## src/rtl/tws_pkg.sv

```systemverilog
package tws_pkg;
  localparam int BYTE_W = 8;
  localparam int ADDR_W = 7;

  typedef enum logic [1:0] {
    PH_IDLE  = 2'd0,
    PH_SHIFT = 2'd1,
    PH_ACK   = 2'd2,
    PH_SKIP  = 2'd3
  } phase_t;

  typedef enum logic [1:0] {
    FLD_DEV  = 2'd0,
    FLD_REG  = 2'd1,
    FLD_DATA = 2'd2
  } field_t;

  // First byte selects this slave only for a matching address with a write.
  function automatic logic addr_hit(input logic [BYTE_W-1:0] rx,
                                    input logic [ADDR_W-1:0] dev);
    return (rx[BYTE_W-1:1] == dev) && (rx[0] == 1'b0);
  endfunction

  function automatic logic [BYTE_W-1:0] ptr_next(input logic [BYTE_W-1:0] p);
    return p + BYTE_W'(1);
  endfunction

  function automatic field_t field_after(input field_t f);
    return (f == FLD_DEV) ? FLD_REG : FLD_DATA;
  endfunction
endpackage

```

## src/rtl/tws_sync.sv

```systemverilog
module tws_sync #(
  parameter int W      = 2,
  parameter int STAGES = 2,
  parameter logic [W-1:0] RST_VAL = '1
) (
  input  logic         clk,
  input  logic         rst_n,
  input  logic [W-1:0] din,
  output logic [W-1:0] dout
);
  logic [W-1:0] pipe [STAGES];

  generate
    for (genvar s = 0; s < STAGES; s++) begin : g_stage
      if (s == 0) begin : g_first
        always_ff @(posedge clk or negedge rst_n)
          if (!rst_n) pipe[0] <= RST_VAL;
          else        pipe[0] <= din;
      end else begin : g_next
        always_ff @(posedge clk or negedge rst_n)
          if (!rst_n) pipe[s] <= RST_VAL;
          else        pipe[s] <= pipe[s-1];
      end
    end
  endgenerate

  assign dout = pipe[STAGES-1];
endmodule

```

## src/rtl/tws_bus_events.sv

```systemverilog
module tws_bus_events (
  input  logic clk,
  input  logic rst_n,
  input  logic scl_s,
  input  logic sda_s,
  output logic start_evt,
  output logic stop_evt,
  output logic scl_rise,
  output logic scl_fall
);
  logic scl_q, sda_q;

  always_ff @(posedge clk or negedge rst_n)
    if (!rst_n) begin
      scl_q <= 1'b1;
      sda_q <= 1'b1;
    end else begin
      scl_q <= scl_s;
      sda_q <= sda_s;
    end

  // SDA moving while SCL stays high is a frame condition, not data.
  assign start_evt = scl_q & scl_s & sda_q & ~sda_s;
  assign stop_evt  = scl_q & scl_s & ~sda_q & sda_s;
  assign scl_rise  = ~scl_q & scl_s;
  assign scl_fall  = scl_q & ~scl_s;
endmodule

```

## src/rtl/tws_xfer_fsm.sv

```systemverilog
module tws_xfer_fsm
  import tws_pkg::*;
#(
  parameter logic [ADDR_W-1:0] DEV_ADDR = 7'h69
) (
  input  logic              clk,
  input  logic              rst_n,
  input  logic              sda_s,
  input  logic              start_evt,
  input  logic              stop_evt,
  input  logic              scl_rise,
  input  logic              scl_fall,
  output logic              ack_oe,
  output logic              wr_en,
  output logic [BYTE_W-1:0] wr_addr,
  output logic [BYTE_W-1:0] wr_data,
  output phase_t            phase_o
);
  localparam int CNT_W = $clog2(BYTE_W + 1);
  localparam logic [CNT_W-1:0] FULL = CNT_W'(BYTE_W);

  phase_t            phase;
  field_t            field;
  logic [CNT_W-1:0]  bit_cnt;
  logic [BYTE_W-1:0] shreg;
  logic [BYTE_W-1:0] ptr;
  logic              byte_done;

  assign byte_done = scl_fall && (bit_cnt == FULL);
  assign phase_o   = phase;

  always_ff @(posedge clk or negedge rst_n)
    if (!rst_n) begin
      phase   <= PH_IDLE;
      field   <= FLD_DEV;
      bit_cnt <= '0;
      shreg   <= '0;
      ptr     <= '0;
      ack_oe  <= 1'b0;
      wr_en   <= 1'b0;
      wr_addr <= '0;
      wr_data <= '0;
    end else begin
      wr_en <= 1'b0;
      if (start_evt) begin
        phase   <= PH_SHIFT;
        field   <= FLD_DEV;
        bit_cnt <= '0;
        ack_oe  <= 1'b0;
      end else if (stop_evt) begin
        phase   <= PH_IDLE;
        bit_cnt <= '0;
        ack_oe  <= 1'b0;
      end else begin
        case (phase)
          PH_SHIFT: begin
            if (scl_rise && bit_cnt != FULL) begin
              shreg   <= {shreg[BYTE_W-2:0], sda_s};
              bit_cnt <= bit_cnt + CNT_W'(1);
            end else if (byte_done) begin
              bit_cnt <= '0;
              case (field)
                FLD_DEV: begin
                  if (addr_hit(shreg, DEV_ADDR)) begin
                    phase  <= PH_ACK;
                    ack_oe <= 1'b1;
                  end else begin
                    phase  <= PH_SKIP;
                  end
                end
                FLD_REG: begin
                  ptr    <= shreg;
                  phase  <= PH_ACK;
                  ack_oe <= 1'b1;
                end
                default: begin
                  wr_en   <= 1'b1;
                  wr_addr <= ptr;
                  wr_data <= shreg;
                  ptr     <= ptr_next(ptr);
                  phase   <= PH_ACK;
                  ack_oe  <= 1'b1;
                end
              endcase
            end
          end
          PH_ACK: begin
            if (scl_fall) begin
              ack_oe <= 1'b0;
              phase  <= PH_SHIFT;
              field  <= field_after(field);
            end
          end
          default: ;
        endcase
      end
    end
endmodule

```

## src/rtl/trim_wire_slave.sv

```systemverilog
module trim_wire_slave
  import tws_pkg::*;
#(
  parameter logic [ADDR_W-1:0] DEV_ADDR    = 7'h69,
  parameter logic [BYTE_W-1:0] TRIM_ADDR   = 8'h13,
  parameter int                SYNC_STAGES = 2
) (
  input  logic              clk,
  input  logic              rst_n,
  input  logic              scl_i,
  input  logic              sda_i,
  output logic              sda_oe_o,
  output logic [BYTE_W-1:0] trim_o,
  output logic              trim_upd_o
);
  logic              scl_s, sda_s;
  logic              start_evt, stop_evt, scl_rise, scl_fall;
  logic              wr_en;
  logic [BYTE_W-1:0] wr_addr, wr_data;
  logic              trim_hit;
  phase_t            phase;

  tws_sync #(.W(2), .STAGES(SYNC_STAGES), .RST_VAL(2'b11)) u_sync (
    .clk  (clk),
    .rst_n(rst_n),
    .din  ({scl_i, sda_i}),
    .dout ({scl_s, sda_s})
  );

  tws_bus_events u_evt (
    .clk      (clk),
    .rst_n    (rst_n),
    .scl_s    (scl_s),
    .sda_s    (sda_s),
    .start_evt(start_evt),
    .stop_evt (stop_evt),
    .scl_rise (scl_rise),
    .scl_fall (scl_fall)
  );

  tws_xfer_fsm #(.DEV_ADDR(DEV_ADDR)) u_fsm (
    .clk      (clk),
    .rst_n    (rst_n),
    .sda_s    (sda_s),
    .start_evt(start_evt),
    .stop_evt (stop_evt),
    .scl_rise (scl_rise),
    .scl_fall (scl_fall),
    .ack_oe   (sda_oe_o),
    .wr_en    (wr_en),
    .wr_addr  (wr_addr),
    .wr_data  (wr_data),
    .phase_o  (phase)
  );

  assign trim_hit = wr_en && (wr_addr == TRIM_ADDR);

  always_ff @(posedge clk or negedge rst_n)
    if (!rst_n) begin
      trim_o     <= '0;
      trim_upd_o <= 1'b0;
    end else begin
      trim_upd_o <= trim_hit;
      if (trim_hit) trim_o <= wr_data;
    end
endmodule

```

## config.mk

```make
export PLATFORM = sky130hd
export DESIGN_NAME = trim_wire_slave
export DESIGN_NICKNAME = d
export VERILOG_FILES = /design/src/rtl/tws_pkg.sv /design/src/rtl/tws_sync.sv /design/src/rtl/tws_bus_events.sv /design/src/rtl/tws_xfer_fsm.sv /design/src/rtl/trim_wire_slave.sv
export SDC_FILE = /design/constraint.sdc
export NUM_CORES = 1
export LEC_CHECK = 0
export ABC_AREA = 1
export BUFFER_PORTS_ARGS = -buffer_cell sky130_fd_sc_hd__buf_2
export CAP_MARGIN = 20
export CORE_AREA = 2 2 94 51
export DETAILED_ROUTE_END_ITERATION = 8
export DIE_AREA = 0 0 96 53
export PLACE_DENSITY = 0.8
export SLEW_MARGIN = 10
export SYNTH_ARGS = -nofsm -noshare
export SYNTH_HDL_FRONTEND = slang
export SYNTH_SLANG_ARGS = --single-unit
```

## constraint.sdc

```tcl
create_clock -name clk -period 2.9 [get_ports clk]
set_clock_uncertainty 0.2 [all_clocks]
set_input_delay 0.29 -clock clk [delete_from_list [all_inputs] [get_ports clk]]
set_output_delay 0.29 -clock clk [all_outputs]
set_load 0.01 [all_outputs]
```

==> impl_metrics.toml, run 1 <==
[timing]
timing.max_slew.rel_slack = 0.637
post-route-period-util = 0.705
timing_worst_slew_pin_value_ps = 543
timing_max_transition_violations_final = 0
setup_total_negative_slack_ps = 0
finalHoldViolCount = 0
max_clock_freq_ghz = 0.489
rsz_0062_raised_after_global_routing = "no"
post-route-min-period_ps = 2040
report.final.setup_viol = 0

[power]
p_total_w = 0.00225
p_per_area_nw_per_um2 = 762
p_leak_nw = 1.50
vdd_drop_max_mv = 0.407

[worst_setup_path]
reg2reg_from = "u_fsm.bit_cnt[0]"
worstPathCellList = "inv_1, ha_1, nand3_1, nand3_2, nand3_2, nand2_2, nand3_1, nand2_1"
worstPathArrival_ps = 2070
startpoint_type = "flop"
crit_path_max_incr_delay_ps = 370
critical_path.slowest_cell = "dfrtp_1"
cp_max_fo = 19
worst_reg2reg_path_endpoint = "u_fsm.ack_oe"
r2r_setup_slack_ps = 860
timing_worst_setup_path_type = "reg2reg"
critical-path-top-delay-family = "simple AND/OR/NAND/NOR gates"
critical_path_buf_inv_count = 1
worst_path_required_time_ps = 2930
endpoint_class_of_the_critical_path = "flop"
reg2regPathDepth = 8

[floorplanning]
design.core.area_sq_um = 4230
effective_utilization_at_floorplan = 0.615
die_area_sq_um = 5090
rows = 17
die_x_um = 96
die-height_um = 53
num_io_pins = 14

[synth]
postSynthAreaPerCell_sq_um = 8.62
post_synth_num_cell_types = 26
async_reset_ff_frac = 1.00
area_leader_netlist = "dfrtp_1"
post_synth_most_frequent_cells = "nand2_1 (102), dfrtp_1 (51), inv_1 (39), o21ai_1 (20), nand3_1 (17)"
syn_area_sq_um = 2600
ys.flop_type = "dfrtp_1"
post_synth_main_area_contributors = "dfrtp_1 (49%), nand2_1 (15%), dfstp_2 (6.1%)"
portion_of_the_post_synthesis_area_used_by_sequential_elements = 0.551
number_of_enable_type_register_cells_in_the_synthesized_netlist = 0
synth_top_cell_area_share = 0.490
postSynthRegisterBits = 57
synth-warning-count = 0
synth_fp_nets = 311
syn-instance-count = 302
post-synth-top-count-cell = "nand2_1"

[global_routing]
grt_antenna_before_repair = 0
grt_max_degree = 32
grt_use_met2 = 0.333
track_usage = 0.259
met1_usage = 0.376
grt_overflow = 0
globalRouteMet3Util = 0.125
first_global_vias = 1847
grt_busiest_layer = "met1"
grt_pass1_wl_um = 9160

[clock_tree]
htreeDepth = 3
cts_root_buf = "clkbuf_8"
clkSinkCount = 57
tritoncts.num_buffers = 9
worst_setup_hold_path_clk_slew_ps = 70
cts_tree = "built"
ctsLongestPathBuffers = 2
post-cts-setup-buffer-count = 0
number_of_gates_resized_after_cts = 0
worstSkewPairLatency_ps = 340

[min_path]
hold_path_startpoint = "u_sync.pipe[3]"
min_path_cells = 0
worstHoldPathType = "reg2reg"
worst_hold_path.endpoint = "u_sync.dout[1]"

[layout]
layout-drive-gt1-share = 0.173
finalNonFillerCells = 387
area_growth_syn_to_layout_pct = 13.4
n_antenna_cell = 0
num-nets-final = 334

[placement]
dp.cells = 368
port_buffers = 13
gp_congestion = 0.805
hpwlAfterDp_um = 3710

[routing]
drt-initial-drc-count = 158
detail_route.wirelength_um = 5410
drc_errors = 0
detail_route.wl_per_cell_um = 14.0
antenna_violating_nets_post_route = 0
drt-pass1-iter-count = 4
routed_via_density = 5.24
via_count = 2026

[job]
cap_violations = 0

[status]
run_status = "complete, no violations"
==> flip-flops by register name, summed over array words and instances, names as in the netlist <==
signal,cells
u_evt.scl_q,1
u_evt.sda_q,1
u_sync.dout,2
u_fsm.bit_cnt,4
trim_upd_o,1
u_sync.pipe,2
u_fsm.ptr,8
u_fsm.shreg,8
u_fsm.phase_o,2
u_fsm.wr_en,1
u_fsm.wr_addr,8
trim_o,8
u_fsm.ack_oe,1
u_fsm.wr_data,8
u_fsm.field,2
==> cells by family (layout without fill, tap and decap cells) <==
group	after synthesis	count (layout)	synth area share
simple gates	144	144	0.239
flops	57	57	0.551
buf+inv	47	75	0.0745
compound gates	45	45	0.0985
fa+ha+maj	5	5	0.0240
xor+xnor	4	4	0.0135
==> area by class of cell <==
cell class	instances	area, sq um
fill	330	1280
multi-input combinational	198	976
sequential	57	1430
clock inverter	6	67.6
tap	57	71.3
timing repair buffer	18	110
clock buffer	10	138
inverter	41	155
==> per-stage QoR <==
stage	setup WS, ps	area, sq um	hold WS, ps	util
4_1_cts	853	2950	157	0.697
2_1_floorplan	1350	2600	-206	-
3_3_place_gp	871	2720	54.5	0.642
5_1_grt	615	2950	166	0.697
6_report	856	2950	156	0.697
3_5_place_dp	844	2720	62.2	0.642
==> metal layers <==
layer  routed length (um)  up-vias
met2                 2140       78
li1                     -      991
met1                 2670      945
met5                    0        -
met4                  107        0
met3                  490       12
==> cells in the final DEF (no fill, tap or decap), types with 2 or more instances in the layout <==
| master | instances |
|---|---|
| nand2_2 | 4 |
| buf_2 | 13 |
| clkinvlp_4 | 2 |
| clkinv_4 | 2 |
| nor2_1 | 12 |
| clkinv_2 | 2 |
| dlygate4sd3_1 | 3 |
| nand2_1 | 102 |
| clkbuf_8 | 10 |
| o21ai_2 | 8 |
| buf_4 | 2 |
| ha_1 | 5 |
| xor2_1 | 3 |
| nand3_2 | 4 |
| o21ai_0 | 15 |
| inv_1 | 39 |
| o21ai_1 | 20 |
| dfrtp_1 | 51 |
| nand3_1 | 17 |
| dfstp_2 | 6 |
==> worst register-to-register path, cell delays in order, from the launching register on <==
cell     delay (ps)
dfrtp_1         370
inv_1            90
ha_1            230
nand3_1         130
nand3_2         370
nand3_2         260
nand2_2         110
nand3_1         110
nand2_1          70
==> report_power, final <==
group | internal (W) | switching, W
Combinational | 0.000168 | 0.000372
Clock | 0.000420 | 0.000333
Sequential | 0.000889 | 0.0000661
Total | 0.00148 | 0.000771
==> what timing repair did <==
action / 4_1_cts / 5_1_grt
setup endpoints to repair: 0 / 0
hold buffers: 3 / 0
endpoints found under the hold margin: 15 / 0
==> worst max-delay path by stage <==
stage	start	to	slack, ps	cells past startpoint
after floorplan	u_fsm.bit_cnt[0]	u_fsm.ptr[5]	1350	10
after global placement	u_fsm.bit_cnt[0]	u_fsm.wr_addr[4]	870	9
after detailed placement	u_fsm.bit_cnt[0]	u_fsm.wr_addr[4]	840	9
after CTS	u_fsm.bit_cnt[0]	u_fsm.wr_addr[7]	850	9
after global routing	u_fsm.bit_cnt[0]	u_fsm.wr_addr[4]	610	10
final	u_fsm.bit_cnt[0]	u_fsm.ack_oe	860	8
Note: power is estimated with default switching activity, not from simulation.
==> inputs of run 2 (changes only) <==
- CORE_AREA: 2 2 94 51 -> 2 2 97 52
- DIE_AREA: 0 0 96 53 -> 0 0 99 54
- PLACE_DENSITY: 0.8 -> 0.77
- clock period: 2.9 -> 2.06 ns (I/O delays scaled with it)
==> impl_metrics.toml, run 2 (synthesis gave the netlist of run 1 again) <==
[worst_setup_path]
crit_path_max_incr_delay_ps = 390
worstPathArrival_ps = 1780
cp_max_fo = 4
endpoint_class_of_the_critical_path = "flop"
timing_worst_setup_path_type = "reg2reg"
worstPathCellList = "inv_1, ha_1, nand2_1, nor2_2, nand2_2, clkinv_2, nand2_2, nor2_4, inv_1, nand2_1, o21ai_1"
worst_path_required_time_ps = 2070
reg2regPathDepth = 11
critical_path.slowest_cell = "dfrtp_1"
startpoint_type = "flop"

[layout]
area_growth_syn_to_layout_pct = 15.5
layout.filler_cells = 396
most_common_library_cell_in_the_layout_ignoring_fill_and_taps = "nand2_1"
layout-drive-gt1-share = 0.173
num-nets-final = 339
finalNonFillerCells = 395
finalCoreUtilization = 0.651
layout_common_cells = "nand2_1 (102), dfrtp_1 (51), inv_1 (39)"
n_antenna_cell = 0

[power]
power_switching_share = 0.330
net_switching_power_w = 0.00102
vdd_drop_max_mv = 0.563
cell_internal_pwr_w = 0.00206
comb_power_share = 0.250
p_leak_nw = 1.53
p_per_area_nw_per_um2 = 1020
power.clock.fraction = 0.315
seq_power_share = 0.435

[floorplanning]
design.core.area_sq_um = 4620
num_io_pins = 14
rows = 18
die_area_sq_um = 5350
die_x_um = 99
die-height_um = 54
effective_utilization_at_floorplan = 0.564

[global_routing]
grt_antenna_before_repair = 0
grt_use_met2 = 0.295
first_global_vias = 1801
globalRouteMet3Util = 0.104
grt_pass1_wl_um = 8680
grt_max_degree = 57
grt_overflow = 0
met1_usage = 0.324
track_usage = 0.222
grt_busiest_layer = "met1"

[timing]
finalHoldViolCount = 0
timing.max_slew.rel_slack = 0.743
report.final.setup_viol = 0
timing_max_transition_violations_final = 0
setup_total_negative_slack_ps = 0
max_clock_freq_ghz = 0.564
post-route-period-util = 0.860
rsz_0062_raised_after_global_routing = "no"
timing_worst_slew_pin_value_ps = 384
post-route-min-period_ps = 1770

[placement]
gp_congestion = 0.877
port_buffers = 13
dp.cells = 373
hpwlAfterDp_um = 3720

[clock_tree]
worstSkewPairLatency_ps = 330
tritoncts.num_buffers = 9
worst_setup_hold_path_clk_slew_ps = 60
htreeDepth = 3
clkSinkCount = 57
ctsLongestPathBuffers = 2
cts_tree = "built"
cts_root_buf = "clkbuf_8"

[routing]
drt-initial-drc-count = 114
drt-pass1-iter-count = 4
detail_route.wirelength_um = 5230
drc_errors = 0
via_count = 2002
antenna_violating_nets_post_route = 0
detail_route.wl_per_cell_um = 13.2
routed_via_density = 5.07

[min_path]
min_path_cells = 0
worstHoldPathType = "reg2reg"

[status]
run_status = "complete, no violations"

[job]
cap_violations = 0
[run 2: cell types whose count changed in the layout (fill, tap and decap cells not counted)]
| cell | previous run | this run |
|---|---|---|
| clkinvlp_4 | 2 | 0 |
| dlygate4sd3_1 | 3 | 4 |
| clkbuf_1 | 0 | 3 |
| buf_12 | 0 | 3 |
| clkinv_2 | 2 | 4 |
| clkbuf_8 | 10 | 9 |
| buf_4 | 2 | 3 |
| clkinv_4 | 2 | 0 |
[run 2: cell type report]
| class | instances | area [sq um] | share of cell area |
|---|---|---|---|
| Timing Repair Buffer | 23 | 188 | 0.0624 |
| Inverter | 41 | 155 | 0.0516 |
| Tap cell | 60 | 75.1 | 0.0250 |
| Clock buffer | 12 | 135 | 0.0449 |
| Sequential cell | 57 | 1430 | 0.477 |
| Multi-Input combinational cell | 198 | 976 | 0.324 |
| Clock inverter | 4 | 45.0 | 0.0150 |
[run 2: worst max-delay path: cells and delay by family (launching register included)]
kind | cells | cell delay [ps]
flops | 1 | 390
fa+ha+maj | 1 | 170
simple gates | 6 | 560
compound gates | 1 | 80
buf+inv | 3 | 250
[run 2: metal layers]
layer | up-vias | part of all wire
li1 | 1011 | -
met1 | 922 | 0.52
met2 | 64 | 0.38
met3 | 5 | 0.097
met4 | 0 | 0.0088
met5 | - | 0
[run 2: power by group through the flow]
stage / Sequential [W] / Combinational, W / Clock (W)
6_report: 0.00134 / 0.000769 / 0.000968
5_1_grt: 0.00135 / 0.000884 / 0.00104
4_1_cts: 0.00134 / 0.000758 / 0.000987
3_5_place_dp: 0.00136 / 0.000750 / 0
3_3_place_gp: 0.00135 / 0.000731 / 0
2_1_floorplan: 0.00134 / 0.000549 / 0
[run 2: through the flow]
stage | total power [W] | hold WS [ps] | setup slack, ps | area (sq um)
detailed placement | 0.00211 | -195 | 199 | 2760
floorplan | 0.00189 | -290 | 508 | 2600
finish | 0.00308 | 157 | 288 | 3010
global route | 0.00328 | 168 | 137 | 3010
global placement | 0.00208 | -194 | 282 | 2760
CTS | 0.00308 | 159 | 163 | 2980
[run 2: path summary, 6_finish.rpt]
path                                   from                to  slack [ps]
min                          u_sync.pipe[2]    u_sync.dout[0]         160
max reg2reg                u_fsm.bit_cnt[0]      u_fsm.ptr[3]         290
max                        u_fsm.bit_cnt[0]      u_fsm.ptr[3]         290
max in group asynchronous             rst_n      u_fsm.ack_oe        1010
min in group asynchronous             rst_n  u_fsm.phase_o[1]         210
min reg2reg                  u_sync.pipe[2]    u_sync.dout[0]         160
[run 2: repair_timing]
item / 4_1_cts / 5_1_grt
endpoints found under the setup margin: 0 / 1
endpoints found under the hold margin: 59 / 0
hold buffers: 4 / 0
setup buffers: 0 / 2
resized for setup: 0 / 0
==> inputs of run 3 (changes only) <==
- CORE_AREA: 2 2 97 52 -> 2 2 102 55
- DIE_AREA: 0 0 99 54 -> 0 0 104 57
- PLACE_DENSITY: 0.77 -> 0.72
- clock period: 2.06 -> 1.45 ns (I/O delays scaled with it)
==> impl_metrics.toml, run 3 (synthesis gave the netlist of run 1 again) <==
[status]
run_status = "finished, violations left"
failed_checks = "negative setup slack"

[job]
cap_violations = 0

[power]
p_leak_nw = 1.79
cell_internal_pwr_w = 0.00341
net_switching_power_w = 0.00182
comb_power_share = 0.344
power_switching_share = 0.348
p_per_area_nw_per_um2 = 1450
power.clock.fraction = 0.285
vdd_drop_max_mv = 0.871
seq_power_share = 0.371

[worst_setup_path]
reg2reg_from = "u_fsm.bit_cnt[1]"
critical_path_buf_inv_count = 5
worstPathCellList = "inv_2, ha_4, buf_4, nand3_4, nand3_4, buf_12, buf_4, inv_4, nand2_2, o21ai_2"
cp_max_fo = 4
startpoint_type = "flop"
critical-path-top-delay-family = "buffers and inverters"
crit_path_max_incr_delay_ps = 380
startpoint = "u_fsm.bit_cnt[1]"
endpoint_class_of_the_critical_path = "flop"
worst_path_required_time_ps = 1530
timing_worst_setup_path_type = "reg2reg"
critical_path.slowest_cell = "dfrtp_1"
worstPathArrival_ps = 1800

[layout]
n_antenna_cell = 0
finalCoreUtilization = 0.704
num-nets-final = 376
finalNonFillerCells = 445
most_common_library_cell_in_the_layout_ignoring_fill_and_taps = "nand2_1"
area_growth_syn_to_layout_pct = 38.9
layout-drive-gt1-share = 0.392
layout_common_cells = "nand2_1 (76), dfrtp_1 (51), buf_4 (33)"

[timing]
timing_max_transition_violations_final = 0
rsz_0062_raised_after_global_routing = "yes"
post-route-period-util = 1.19
max_clock_freq_ghz = 0.582
finalHoldViolCount = 0
timing.max_slew.rel_slack = 0.776
worst_slack_ps = -268
worst_hold_slack_ps = 130
report.final.setup_viol = 40
post-route-min-period_ps = 1720
timing_worst_slew_pin_value_ps = 335

[floorplanning]
rows = 19
die_x_um = 104
die-height_um = 57
die_area_sq_um = 5930
effective_utilization_at_floorplan = 0.507
design.core.area_sq_um = 5130
num_io_pins = 14

[routing]
detail_route.wirelength_um = 6030
via_count = 2113
detail_route.wl_per_cell_um = 13.5
drt-initial-drc-count = 106
drc_errors = 0
drt-pass1-iter-count = 4
antenna_violating_nets_post_route = 0
routed_via_density = 4.75

[global_routing]
grt_pass1_wl_um = 9400
grt_overflow = 0
grt_max_degree = 58
first_global_vias = 1894
grt_antenna_before_repair = 0
track_usage = 0.215

[placement]
gp_congestion = 0.890
place_worst_setup_slack_ps = -255
hpwlAfterDp_um = 3980
dp.cells = 413
port_buffers = 13

[clock_tree]
htreeDepth = 3
cts_root_buf = "clkbuf_8"
worstSkewPairLatency_ps = 350
cts_tree = "built"
tritoncts.num_buffers = 9
worst_setup_hold_path_clk_slew_ps = 70
ctsLongestPathBuffers = 2
clkSinkCount = 57

[min_path]
worstHoldPathType = "in2async"
[run 3: what timing repair did]
item / CTS / global route
resized for setup: 30 / 53
endpoints found under the setup margin: 40 / 50
gates cloned: 0 / 2
hold buffers: 3 / 0
pin swaps: 3 / 14
buffers inserted: 2 / 10
endpoints found under the hold margin: 59 / 0
[run 3: final cells by class]
class                      count  area (sq um)
fill                         402          1520
sequential                    57          1430
multi-input combinational    198          1220
timing repair buffer          59           504
inverter                      41           165
clock buffer                  11           141
tap                           73          91.3
clock inverter                 5          55.1
timing repair inverter         1          5.00
[run 3: power by group through the flow]
stage	logic (W)	clock network, W	registers [W]
finish	0.00180	0.00149	0.00194
global route	0.00196	0.00159	0.00196
CTS	0.00145	0.00151	0.00191
detailed placement	0.00134	0	0.00193
global placement	0.00131	0	0.00192
floorplan	0.000826	0	0.00191
[run 3: worst paths after layout]
check	end	slack (ps)	depth (start not counted)
worst max-delay path	u_fsm.bit_cnt[1]	-270	10
worst min-delay path	u_fsm.shreg[1]	130	3
worst max register to register	u_fsm.bit_cnt[1]	-270	10
worst min register to register	u_sync.dout[0]	160	0
max in group asynchronous	u_evt.scl_q	630	3
min in group clk	u_sync.dout[0]	160	0
[run 3: per-stage QoR]
step / setup TNS [ps] / instance area, sq um / power, W
2_1_floorplan: -1250 / 2650 / 0.00274
3_3_place_gp: -4640 / 3010 / 0.00324
3_5_place_dp: -6650 / 3010 / 0.00327
4_1_cts: -4370 / 3340 / 0.00487
5_1_grt: -10080 / 3620 / 0.00551
6_report: -7260 / 3620 / 0.00523
[run 3: layer usage]
| metal | up-vias | part of all wire | track usage |
|---|---|---|---|
| met4 | 0 | 0.016 | 0.0869 |
| met5 | - | 0 | 0 |
| met2 | 50 | 0.39 | 0.265 |
| met1 | 972 | 0.53 | 0.337 |
| li1 | 1081 | - | - |
| met3 | 10 | 0.065 | 0.0743 |
[run 3: worst register-to-register path, cell delays in order, from the launching register on]
cell	delay (ps)
dfrtp_1	380
inv_2	60
ha_4	160
buf_4	130
nand3_4	90
nand3_4	150
buf_12	180
buf_4	130
inv_4	50
nand2_2	50
o21ai_2	60
